--- src/rtl/spi_bridge_pkg.sv ---
package spi_bridge_pkg;

  localparam logic [7:0] OP_WRITE = 8'h61;
  localparam logic [7:0] OP_READ  = 8'h41;

  typedef enum logic [2:0] {
    ST_IDLE,
    ST_HDR,
    ST_WR,
    ST_RD,
    ST_SKIP
  } frame_state_t;

endpackage

--- src/rtl/spi_bridge_sync.sv ---
module spi_bridge_sync #(
  parameter int   STAGES  = 2,
  parameter logic RST_VAL = 1'b0
) (
  input  logic clk,
  input  logic rst,
  input  logic din,
  output logic dout
);

  logic [STAGES-1:0] chain;

  always_ff @(posedge clk) begin
    if (rst) chain <= {STAGES{RST_VAL}};
    else     chain <= {chain[STAGES-2:0], din};
  end

  assign dout = chain[STAGES-1];

endmodule

--- src/rtl/spi_bridge_frame.sv ---
module spi_bridge_frame
  import spi_bridge_pkg::*;
#(
  parameter int ADDR_W = 16,
  parameter int DATA_W = 32,
  parameter int CNT_W  = 8
) (
  input  logic              clk,
  input  logic              rst,
  input  logic              sclk_s,
  input  logic              cs_n_s,
  input  logic              mosi_s,
  input  logic              rd_valid,
  input  logic [DATA_W-1:0] rd_data,
  output logic              cmd_valid,
  output logic              cmd_we,
  output logic [ADDR_W-1:0] cmd_addr,
  output logic [DATA_W-1:0] cmd_wdata,
  output logic              tx_bit,
  output logic              err_set
);

  localparam int HDR_BITS = 8 + ADDR_W + CNT_W;
  localparam int BIT_MAX  = (HDR_BITS > DATA_W) ? HDR_BITS : DATA_W;
  localparam int BC_W     = $clog2(BIT_MAX);
  localparam int STEP     = DATA_W / 8;
  localparam logic [BC_W-1:0]   LAST_HDR  = BC_W'(HDR_BITS - 1);
  localparam logic [BC_W-1:0]   LAST_WORD = BC_W'(DATA_W - 1);
  localparam logic [BC_W-1:0]   LAST_BYTE = BC_W'(7);
  localparam logic [ADDR_W-1:0] ADDR_INC  = ADDR_W'(STEP);

  frame_state_t       state;
  logic               sclk_q, cs_q;
  logic [BC_W-1:0]    bitcnt;
  logic [BIT_MAX-1:0] sr_in;
  logic [ADDR_W-1:0]  cur_addr;
  logic [CNT_W-1:0]   word_cnt, words_done;
  logic [DATA_W-1:0]  tx_sr, prefetch;
  logic               first_pend;

  logic               sclk_rise, sclk_fall, cs_fall, cs_rise;
  logic [BIT_MAX-1:0] sr_next;
  logic [7:0]         first_byte, hdr_op;
  logic [ADDR_W-1:0]  hdr_addr;
  logic [CNT_W-1:0]   hdr_cnt;
  logic [CNT_W:0]     next_done;
  logic               in_data, op_ok, overrun, more_words;

  assign sclk_rise  = sclk_s & ~sclk_q;
  assign sclk_fall  = ~sclk_s & sclk_q;
  assign cs_fall    = ~cs_n_s & cs_q;
  assign cs_rise    = cs_n_s & ~cs_q;
  assign sr_next    = {sr_in[BIT_MAX-2:0], mosi_s};
  assign first_byte = sr_next[7:0];
  assign hdr_op     = sr_next[HDR_BITS-1 -: 8];
  assign hdr_addr   = sr_next[CNT_W +: ADDR_W];
  assign hdr_cnt    = sr_next[CNT_W-1:0];
  assign op_ok      = (first_byte == OP_WRITE) || (first_byte == OP_READ);
  assign in_data    = (state == ST_WR) || (state == ST_RD);
  assign overrun    = (words_done == word_cnt);
  assign next_done  = {1'b0, words_done} + (CNT_W+1)'(1);
  assign more_words = next_done < {1'b0, word_cnt};
  assign tx_bit     = tx_sr[DATA_W-1];

  always_ff @(posedge clk) begin
    if (rst) begin
      state      <= ST_IDLE;
      sclk_q     <= 1'b0;
      cs_q       <= 1'b1;
      bitcnt     <= '0;
      sr_in      <= '0;
      cur_addr   <= '0;
      word_cnt   <= '0;
      words_done <= '0;
      tx_sr      <= '0;
      prefetch   <= '0;
      first_pend <= 1'b0;
      cmd_valid  <= 1'b0;
      cmd_we     <= 1'b0;
      cmd_addr   <= '0;
      cmd_wdata  <= '0;
      err_set    <= 1'b0;
    end else begin
      sclk_q    <= sclk_s;
      cs_q      <= cs_n_s;
      cmd_valid <= 1'b0;
      err_set   <= 1'b0;

      if (rd_valid) begin
        if (first_pend) begin
          tx_sr      <= rd_data;
          first_pend <= 1'b0;
        end else begin
          prefetch <= rd_data;
        end
      end

      if (cs_fall) begin
        state      <= ST_HDR;
        bitcnt     <= '0;
        words_done <= '0;
        tx_sr      <= '0;
        first_pend <= 1'b0;
      end else if (cs_rise) begin
        if ((state == ST_HDR && bitcnt != '0) ||
            (in_data && (bitcnt != '0 || !overrun)))
          err_set <= 1'b1;
        state <= ST_IDLE;
        tx_sr <= '0;
      end else if (sclk_rise && state != ST_IDLE && state != ST_SKIP) begin
        sr_in  <= sr_next;
        bitcnt <= bitcnt + 1'b1;
        unique case (state)
          ST_HDR: begin
            if (bitcnt == LAST_BYTE && !op_ok) begin
              state   <= ST_SKIP;
              err_set <= 1'b1;
            end else if (bitcnt == LAST_HDR) begin
              bitcnt   <= '0;
              cur_addr <= hdr_addr;
              word_cnt <= hdr_cnt;
              if (hdr_op == OP_READ) begin
                state <= ST_RD;
                if (hdr_cnt != '0) begin
                  cmd_valid  <= 1'b1;
                  cmd_we     <= 1'b0;
                  cmd_addr   <= hdr_addr;
                  first_pend <= 1'b1;
                end
              end else begin
                state <= ST_WR;
              end
            end
          end
          ST_WR: begin
            if (overrun) begin
              state   <= ST_SKIP;
              err_set <= 1'b1;
            end else if (bitcnt == LAST_WORD) begin
              bitcnt     <= '0;
              cmd_valid  <= 1'b1;
              cmd_we     <= 1'b1;
              cmd_addr   <= cur_addr;
              cmd_wdata  <= sr_next[DATA_W-1:0];
              cur_addr   <= cur_addr + ADDR_INC;
              words_done <= next_done[CNT_W-1:0];
            end
          end
          ST_RD: begin
            if (overrun) begin
              state   <= ST_SKIP;
              err_set <= 1'b1;
            end else begin
              if (bitcnt == LAST_BYTE && more_words) begin
                cmd_valid <= 1'b1;
                cmd_we    <= 1'b0;
                cmd_addr  <= cur_addr + ADDR_INC;
              end
              if (bitcnt == LAST_WORD) begin
                bitcnt     <= '0;
                tx_sr      <= prefetch;
                cur_addr   <= cur_addr + ADDR_INC;
                words_done <= next_done[CNT_W-1:0];
              end
            end
          end
          default: ;
        endcase
      end else if (sclk_fall && state == ST_RD && bitcnt != '0) begin
        tx_sr <= {tx_sr[DATA_W-2:0], 1'b0};
      end
    end
  end

endmodule

--- src/rtl/spi_bridge_busif.sv ---
module spi_bridge_busif #(
  parameter int ADDR_W = 16,
  parameter int DATA_W = 32
) (
  input  logic              clk,
  input  logic              rst,
  input  logic              cmd_valid,
  input  logic              cmd_we,
  input  logic [ADDR_W-1:0] cmd_addr,
  input  logic [DATA_W-1:0] cmd_wdata,
  output logic              rd_valid,
  output logic [DATA_W-1:0] rd_data,
  output logic              bus_req,
  output logic              bus_we,
  output logic [ADDR_W-1:0] bus_addr,
  output logic [DATA_W-1:0] bus_wdata,
  input  logic [DATA_W-1:0] bus_rdata,
  input  logic              bus_ack
);

  always_ff @(posedge clk) begin
    if (rst) begin
      bus_req   <= 1'b0;
      bus_we    <= 1'b0;
      bus_addr  <= '0;
      bus_wdata <= '0;
      rd_valid  <= 1'b0;
      rd_data   <= '0;
    end else begin
      rd_valid <= 1'b0;
      if (cmd_valid) begin
        bus_req   <= 1'b1;
        bus_we    <= cmd_we;
        bus_addr  <= cmd_addr;
        bus_wdata <= cmd_wdata;
      end else if (bus_req && bus_ack) begin
        bus_req <= 1'b0;
        if (!bus_we) begin
          rd_valid <= 1'b1;
          rd_data  <= bus_rdata;
        end
      end
    end
  end

endmodule

--- src/rtl/spi_regbus_bridge.sv ---
module spi_regbus_bridge #(
  parameter int ADDR_W      = 16,
  parameter int DATA_W      = 32,
  parameter int CNT_W       = 8,
  parameter int SYNC_STAGES = 2
) (
  input  logic              clk,
  input  logic              rst,
  input  logic              spi_sclk,
  input  logic              spi_cs_n,
  input  logic              spi_mosi,
  output logic              spi_miso,
  output logic              bus_req,
  output logic              bus_we,
  output logic [ADDR_W-1:0] bus_addr,
  output logic [DATA_W-1:0] bus_wdata,
  input  logic [DATA_W-1:0] bus_rdata,
  input  logic              bus_ack,
  input  logic              err_clr,
  output logic              err_flag
);

  localparam int         N_PINS  = 3;
  localparam logic [2:0] RST_PAT = 3'b100;

  logic [N_PINS-1:0] pins_raw, pins_s;
  logic              cmd_valid, cmd_we, rd_valid, err_set;
  logic [ADDR_W-1:0] cmd_addr;
  logic [DATA_W-1:0] cmd_wdata, rd_data;

  assign pins_raw = {spi_cs_n, spi_sclk, spi_mosi};

  for (genvar g = 0; g < N_PINS; g++) begin : g_sync
    spi_bridge_sync #(
      .STAGES (SYNC_STAGES),
      .RST_VAL(RST_PAT[g])
    ) u_sync (
      .clk (clk),
      .rst (rst),
      .din (pins_raw[g]),
      .dout(pins_s[g])
    );
  end

  spi_bridge_frame #(
    .ADDR_W(ADDR_W),
    .DATA_W(DATA_W),
    .CNT_W (CNT_W)
  ) u_frame (
    .clk      (clk),
    .rst      (rst),
    .sclk_s   (pins_s[1]),
    .cs_n_s   (pins_s[2]),
    .mosi_s   (pins_s[0]),
    .rd_valid (rd_valid),
    .rd_data  (rd_data),
    .cmd_valid(cmd_valid),
    .cmd_we   (cmd_we),
    .cmd_addr (cmd_addr),
    .cmd_wdata(cmd_wdata),
    .tx_bit   (spi_miso),
    .err_set  (err_set)
  );

  spi_bridge_busif #(
    .ADDR_W(ADDR_W),
    .DATA_W(DATA_W)
  ) u_busif (
    .clk      (clk),
    .rst      (rst),
    .cmd_valid(cmd_valid),
    .cmd_we   (cmd_we),
    .cmd_addr (cmd_addr),
    .cmd_wdata(cmd_wdata),
    .rd_valid (rd_valid),
    .rd_data  (rd_data),
    .bus_req  (bus_req),
    .bus_we   (bus_we),
    .bus_addr (bus_addr),
    .bus_wdata(bus_wdata),
    .bus_rdata(bus_rdata),
    .bus_ack  (bus_ack)
  );

  always_ff @(posedge clk) begin
    if (rst)          err_flag <= 1'b0;
    else if (err_set) err_flag <= 1'b1;
    else if (err_clr) err_flag <= 1'b0;
  end

endmodule

--- config.mk ---
export PLATFORM = sky130hd
export DESIGN_NAME = spi_regbus_bridge
export DESIGN_NICKNAME = d
export VERILOG_FILES = /design/src/rtl/spi_bridge_pkg.sv /design/src/rtl/spi_bridge_sync.sv /design/src/rtl/spi_bridge_frame.sv /design/src/rtl/spi_bridge_busif.sv /design/src/rtl/spi_regbus_bridge.sv
export SDC_FILE = /design/constraint.sdc
export NUM_CORES = 1
export LEC_CHECK = 0
export BUFFER_PORTS_ARGS = -buffer_cell sky130_fd_sc_hd__buf_2
export CAP_MARGIN = 25
export CORE_UTILIZATION = 36
export DETAILED_ROUTE_END_ITERATION = 8
export GPL_TIMING_DRIVEN = 1
export PLACE_DENSITY_LB_ADDON = 0.05
export REMOVE_ABC_BUFFERS = 1
export SLEW_MARGIN = 20
export SYNTH_ARGS = -nofsm -noshare
export SYNTH_HDL_FRONTEND = slang
export SYNTH_SLANG_ARGS = --single-unit
--- constraint.sdc ---
create_clock -name clk -period 3.99 [get_ports clk]
set_clock_uncertainty 0.2 [all_clocks]
set_input_delay 0.399 -clock clk [delete_from_list [all_inputs] [get_ports clk]]
set_output_delay 0.399 -clock clk [all_outputs]
set_load 0.02 [all_outputs]
==> reports/metrics.cfg, run 1 <==
[setup_path]
reg2reg_depth=13
critPathTopFamily=simple AND/OR/NAND/NOR gates
arrival_ns=3.51
cp.buffers_inverters=2
cp-end-kind=flop
cp_data_required_time_ns=4.21
reg2reg_to=u_frame.cmd_addr[0]$_SDFFE_PP0P_
critPathMaxFanout=10
r2r_setup_slack_ns=0.70
crit_cells=13
r2r-start=u_frame.words_done[2]$_SDFFE_PP0P_
start_kind=flop
path_class=flop to flop
crit_slowest_cell=a21oi_1
max_stage_delay_ns=0.46
path_cells=and3_1 > nand3_1 > nor2_1 > xor2_1 > ha_1 > nand2_1 > nor3_1 > a221oi_1 > buf_4 > a21oi_1 > buf_4 > nor2_1 > a211oi_1

[clock_tree]
htreeDepth=2
numCtsBuffers=34
cts_tree=done
clock-sinks=279
clock_latency_ns=0.51
post-cts-setup-buffers=0
clkTransAtPathRegs_ns=0.06
cts.path.max_buffers=3
cts_root_buf=clkbuf_16

[floorplanning]
ios=91
start_util=0.368
die_area_um2=34100
num_rows=66
die_height_um=185
chipWidth_um=185
core_area_um2=32700

[timing]
fmaxAchievable_ghz=0.304
finalCritPeriodShare=0.824
finalHoldViolations=0
setup_violations=0
fin_hold_ws_ns=0.0654
tightest_slew_ns=0.963
min_period_ns=3.29
slew_violations=0
slew_headroom=0.358
setup_tns_ns=0
rsz0062_at_grt=false

[cells_and_area]
antenna_cells=0
nFillCells=3314
drive_gt1_frac=0.120
final_util=0.438
layout.nets=1597
stdcell_count=2009
syn_to_final_growth_pct=19.1

[synth]
yosysWarnings=0
synthDistinctLibCells=64
synthArstFlopShare=0
synth_seq_area_share=0.465
yosys.area_share.simple=0.205
syn_area_per_cell_um2=8.15
synth-main-ff-cell=dfxtp_1
synth_mux_area_frac=0.0775
synth-edff-count=0
netlist_area_um2=12000
synth_adder_area_share=0.0156
ys_ff_latch=279
synthCells=1475
synth_top_family_by_area=simple AND/OR/NAND/NOR gates
synth_compound_area_frac=0.170
synthXorXnorAreaFrac=0.0248

[grt]
grt_pass1_vias=9818
track_usage=0.190
antenna_found_initial=0
grt_pass1_wl_um=52100
overflow=0
grt_max_degree=136

[drt]
routedWlPerCell_um=16.0
ant_nets=0
drt_wl_total_um=32100
vias=10200
drt-initial-drc-count=624
viasPerCell=5.05
drtPass1Iterations=5
drc_errors=0

[power]
power.internal_mw=4.73
power.share.sequential=0.463
ir_worst_vdd_mv=0.294
p_clk_frac=0.513
p_sw_frac=0.215
cellPowerDensity_nw_per_um2=421
power_frac_comb=0.024
p_sw_mw=1.29
total_power_mw=6.03
leakage_nw=5.45

[worst_hold_path]
min-delay-start=bus_ack
hp-class=input pin to flop
hold_path_end=u_busif.bus_req$_SDFFE_PP0P_
min_path_cells=4

[run_status]
status=completed

[place]
numPortBuffers=90
dpl.hpwl_um=19500
dp.cells=1913
gp_congestion=0.801

[flow_run]
maxCapViolCount=0

how the worst max path moves through the flow:
stage                                  startpoint                                to  slack (ns)
4_1_cts        u_frame.words_done[0]$_SDFFE_PP0P_  u_frame.cmd_addr[0]$_SDFFE_PP0P_        0.66
3_3_place_gp   u_frame.words_done[0]$_SDFFE_PP0P_  u_frame.cmd_addr[0]$_SDFFE_PP0P_        0.40
5_1_grt        u_frame.words_done[2]$_SDFFE_PP0P_  u_frame.cmd_addr[1]$_SDFFE_PP0P_        0.30
3_5_place_dp   u_frame.words_done[0]$_SDFFE_PP0P_  u_frame.cmd_addr[0]$_SDFFE_PP0P_        0.67
6_report       u_frame.words_done[2]$_SDFFE_PP0P_  u_frame.cmd_addr[0]$_SDFFE_PP0P_        0.70
2_1_floorplan        u_frame.cmd_valid$_SDFF_PP0_   u_busif.rd_data[0]$_SDFFE_PP0P_       -0.40
metrics by stage:
step	area (µm²)	setup WS (ns)
floorplan	11600	-0.404
global placement	12800	0.403
detailed placement	12800	0.667
CTS	14300	0.655
global route	14300	0.297
finish	14300	0.703
state kept, by name (all words and copies together) (netlist names), 3 cells and up:
| name | cells |
|---|---|
| u_busif.bus_wdata | 32 |
| u_frame.cur_addr | 16 |
| u_frame.word_cnt | 8 |
| u_frame.prefetch | 32 |
| u_busif.rd_data | 32 |
| u_busif.bus_addr | 16 |
| u_frame.state | 3 |
| u_frame.words_done | 8 |
| u_frame.bitcnt | 5 |
| g_sync.u_sync.chain | 6 |
| u_frame.tx_sr | 32 |
| u_frame.sr_in | 31 |
| u_frame.cmd_wdata | 32 |
| u_frame.cmd_addr | 16 |
kinds of logic (layout without fill, tap and decap cells):
logic type,Yosys count,after routing
AOI/OAI and AO/OA,358,358
adders and majority gates,15,15
xor gates and xnor gates,34,34
and+or+nand+nor,563,563
muxes,93,93
DFF,279,279
buffers and inverters,133,225
power by group through the flow:
stage               clock [mW]  sequential [mW]  combinational, mW
floorplan                    0             2.85             0.0322
global placement             0             2.85              0.116
detailed placement           0             2.85              0.116
CTS                       3.19             2.79              0.144
global route              3.29             2.79              0.157
finish                    3.09             2.79              0.142
layer usage:
metal  vias to the layer above  wire [µm]  track usage
met2                       164      14800        0.320
met1                      4747      15700        0.257
li1                       5206          -            -
met4                         0        509       0.0446
met5                         -          0            0
met3                        37       1070       0.0237
synth_stat cells (5+ instances only):
cell type  count  area, µm²
nand2_1      305       1140
nand4_1        8       50.1
a21oi_1      213       1070
o22ai_1       33        206
o32ai_1        8       70.1
xor2_1        25        219
mux2i_1       93        931
dfxtp_1      279       5590
and2_1         8       50.1
nor3_1        12       60.1
o2111ai_1     13        114
o31ai_1        5       37.5
and3_1         7       43.8
inv_1         18       67.6
xnor2_1        9       78.8
ha_1          15        188
buf_2          5       25.0
nand3_1       44        220
or2_2          5       31.3
clkbuf_1     102        383
nand2b_1      17        106
or3_1          6       37.5
buf_1          7       26.3
o21ai_0       56        280
nor2b_1       10       62.6
nor2_1       123        462
worst reg2reg max path, cell delays in order, from the launching register on:
cell and delay [ns]:
dfxtp_1 0.44, and3_1 0.25, nand3_1 0.17, nor2_1 0.21, xor2_1 0.10, ha_1 0.30, nand2_1 0.05, nor3_1 0.13
a221oi_1 0.10, buf_4 0.16, a21oi_1 0.46, buf_4 0.27, nor2_1 0.11, a211oi_1 0.25
placed cells by master, fill, tap and decap left out, types with 3 or more instances in the layout:
master         netlist  final
clkbuf_1           102      9
or2_2                5      5
a22oi_1              3      3
buf_12               0      3
nand2b_1            17     16
o21ai_0             56     56
ha_1                15     15
buf_2                5     89
nand4_1              8      8
or3_1                6      6
o2111ai_1           13     13
o31ai_1              5      5
dlygate4sd3_1        0     36
o22ai_1             33     33
mux2i_1             93     93
nand2_1            305    304
clkbuf_8             0      7
dfxtp_1            279    278
xnor2_1              9      9
nand3_1             44     44
a21oi_1            213    212
nor2_1             123    123
nor3_1              12     12
clkbuf_16            0     34
nor2b_1             10      8
and2_1               8      8
bufinv_16            0      3
clkinv_2             0      3
xor2_1              25     25
o32ai_1              8      8
buf_4                1     18
inv_1               18     18
and3_1               7      7
layout make-up:
type                    count  area [µm²]  area share
well taps                 442         553      0.0386
multi-input cells        1063        5970       0.417
flip-flops and latches    279        5590       0.390
inverters                  18        67.6     0.00472
clock buffers              49         967      0.0675
clock inverters            11         155      0.0108
repair buffers            147        1010      0.0709
timing repair:
item | 4_1_cts | 5_1_grt
gates resized for setup | 0 | 0
hold buffers | 36 | 0
hold endpoints to repair | 36 | 0
Power figures use the tool's default switching activity.
==> inputs of run 2 (changes only) <==
clock period = 2.8 ns   (was 3.99 ns; I/O delays follow)
==> run 2 against run 1 <==
  * Combinational power is 51% higher
  * Register-to-register slack worse by 0.59 ns
  * Non-clock buffer count is 47 higher
  * Final area is 3.1% higher
  * Final cell count is 1.7% higher
  * Total power is 33% higher
  * First-iteration DRC count is 20% lower
  * Sequential cell count stayed put
  * Setup slack worse by 0.59 ns
  * Largest power group is now sequential cells
==> reports/metrics.cfg, run 2 (same netlist as run 1, synthesis figures left out) <==
[timing]
fin_ws_ns=0.116
tightest_slew_ns=0.770
slew_violations=0
setup_violations=0
min_period_ns=2.68
fmaxAchievable_ghz=0.373
fin_hold_ws_ns=0.222
rsz0062_at_grt=true
slew_headroom=0.479
finalHoldViolations=0
finalCritPeriodShare=0.959

[setup_path]
crit_cells=13
r2r_setup_slack_ns=0.12
reg2reg_to=u_frame.cmd_addr[3]$_SDFFE_PP0P_
cp_data_required_time_ns=3.04
arrival_ns=2.92
startpoint=u_frame.words_done[1]$_SDFFE_PP0P_
cpMostUsedCell=buf_4
crit_path_end=u_frame.cmd_addr[3]$_SDFFE_PP0P_
cp.buffers_inverters=2
critPathTopFamily=compound AO/OA/AOI/OAI gates
start_kind=flop
path_cells=ha_4 > and3_4 > nand3_2 > xnor2_1 > ha_1 > a21oi_2 > o21ai_2 > a221oi_2 > buf_4 > a21oi_4 > buf_4 > o21ai_0 > a21oi_1
critPathMaxFanout=8
cp-end-kind=flop
path_class=flop to flop
crit_slowest_cell=dfxtp_2
max_stage_delay_ns=0.35
reg2reg_depth=13
r2r-start=u_frame.words_done[1]$_SDFFE_PP0P_

[drt]
routedWlPerCell_um=16.1
viasPerCell=5.05
drtPass1Iterations=4
ant_nets=0
drc_errors=0
drt_wl_total_um=33000
vias=10300
drt-initial-drc-count=501

[place]
dp_slack_ns=-0.0592
dpl.hpwl_um=20200
numPortBuffers=90
gp_congestion=0.837

[clock_tree]
numCtsBuffers=31
htreeDepth=1
cts_root_buf=clkbuf_16
cts_tree=done
clock-sinks=279
cts.path.max_buffers=3
clkTransAtPathRegs_ns=0.06
clock_latency_ns=0.57

[grt]
grt_max_degree=87
grt_pass1_vias=9798
overflow=0
antenna_found_initial=0
track_usage=0.192
grt_pass1_wl_um=53000

[cells_and_area]
final_cell_mix=nand2_1, dfxtp_1, a21oi_1
drive_gt1_frac=0.150
antenna_cells=0
layout_commonest_cell=nand2_1
layout.nets=1641
syn_to_final_growth_pct=22.9
nFillCells=3319

[floorplanning]
die_height_um=185
chipWidth_um=185
ios=91
start_util=0.368
core_area_um2=32700
die_area_um2=34100
num_rows=66

[flow_run]
maxCapViolCount=0

[power]
ir_worst_vdd_mv=0.440
cellPowerDensity_nw_per_um2=543
leakage_nw=5.65

[worst_hold_path]
hp-class=flop to flop

[run_status]
status=completed

[run 2: how the worst min path moves through the flow]
stage                                               from  slack, ns  cells past startpoint                                    to
floorplan                                            rst       0.15                      1       u_busif.rd_data[0]$_SDFFE_PP0P_
global placement    g_sync[2].u_sync.chain[0]$_SDFF_PP1_       0.20                      1  g_sync[2].u_sync.chain[1]$_SDFF_PP1_
detailed placement  g_sync[2].u_sync.chain[0]$_SDFF_PP1_       0.21                      1  g_sync[2].u_sync.chain[1]$_SDFF_PP1_
CTS                                             spi_cs_n       0.21                      3  g_sync[2].u_sync.chain[0]$_SDFF_PP1_
global route                                    spi_cs_n       0.24                      3  g_sync[2].u_sync.chain[0]$_SDFF_PP1_
finish              g_sync[2].u_sync.chain[0]$_SDFF_PP1_       0.22                      1  g_sync[2].u_sync.chain[1]$_SDFF_PP1_
[run 2: final cells by class]
| cell class | instances | area (µm²) | share of cell area |
|---|---|---|---|
| Clock buffer | 45 | 910 | 0.0616 |
| Clock inverter | 3 | 18.8 | 0.00127 |
| Inverter | 18 | 67.6 | 0.00458 |
| Multi-Input combinational cell | 1063 | 6130 | 0.415 |
| Sequential cell | 279 | 5590 | 0.379 |
| Tap cell | 442 | 553 | 0.0375 |
| Timing Repair Buffer | 194 | 1490 | 0.101 |
[run 2: power by group]
part | leakage (nW) | switching (mW) | total, mW | internal (mW)
clock | 0.458 | 1.61 | 3.82 | 2.21
combinational | 2.95 | 0.129 | 0.214 | 0.0849
sequential | 2.25 | 0.00398 | 3.98 | 3.97
total | 5.65 | 1.75 | 8.02 | 6.27
[run 2: routing by layer]
metal,vias up,share of wire,routed length [µm],GRT usage
met5,-,0,0,0
met4,0,0.017,565,0.0423
met3,38,0.035,1150,0.0247
met2,155,0.45,14800,0.313
met1,4843,0.50,16500,0.270
li1,5284,-,-,-
[run 2: per-stage QoR]
step | utilization | cell area (µm²) | std cells | power [mW] | setup TNS (ns)
6_report | 0.451 | 14800 | 2044 | 8.02 | 0
5_1_grt | 0.451 | 14800 | 2044 | 8.32 | -0.507
4_1_cts | 0.446 | 14600 | 2042 | 8.14 | 0
3_5_place_dp | 0.402 | 13100 | 1946 | 4.24 | -0.643
3_3_place_gp | 0.402 | 13100 | 1946 | 4.24 | -0.613
2_1_floorplan | - | 11600 | 1360 | 4.11 | -157.91
[run 2: what timing repair did]
action,CTS,global route
endpoints found under the setup margin,18,18
hold endpoints to repair,70,0
buffers inserted,0,1
hold buffers,48,0
pin swaps,2,26
gates cloned,0,1
resized for setup,8,41
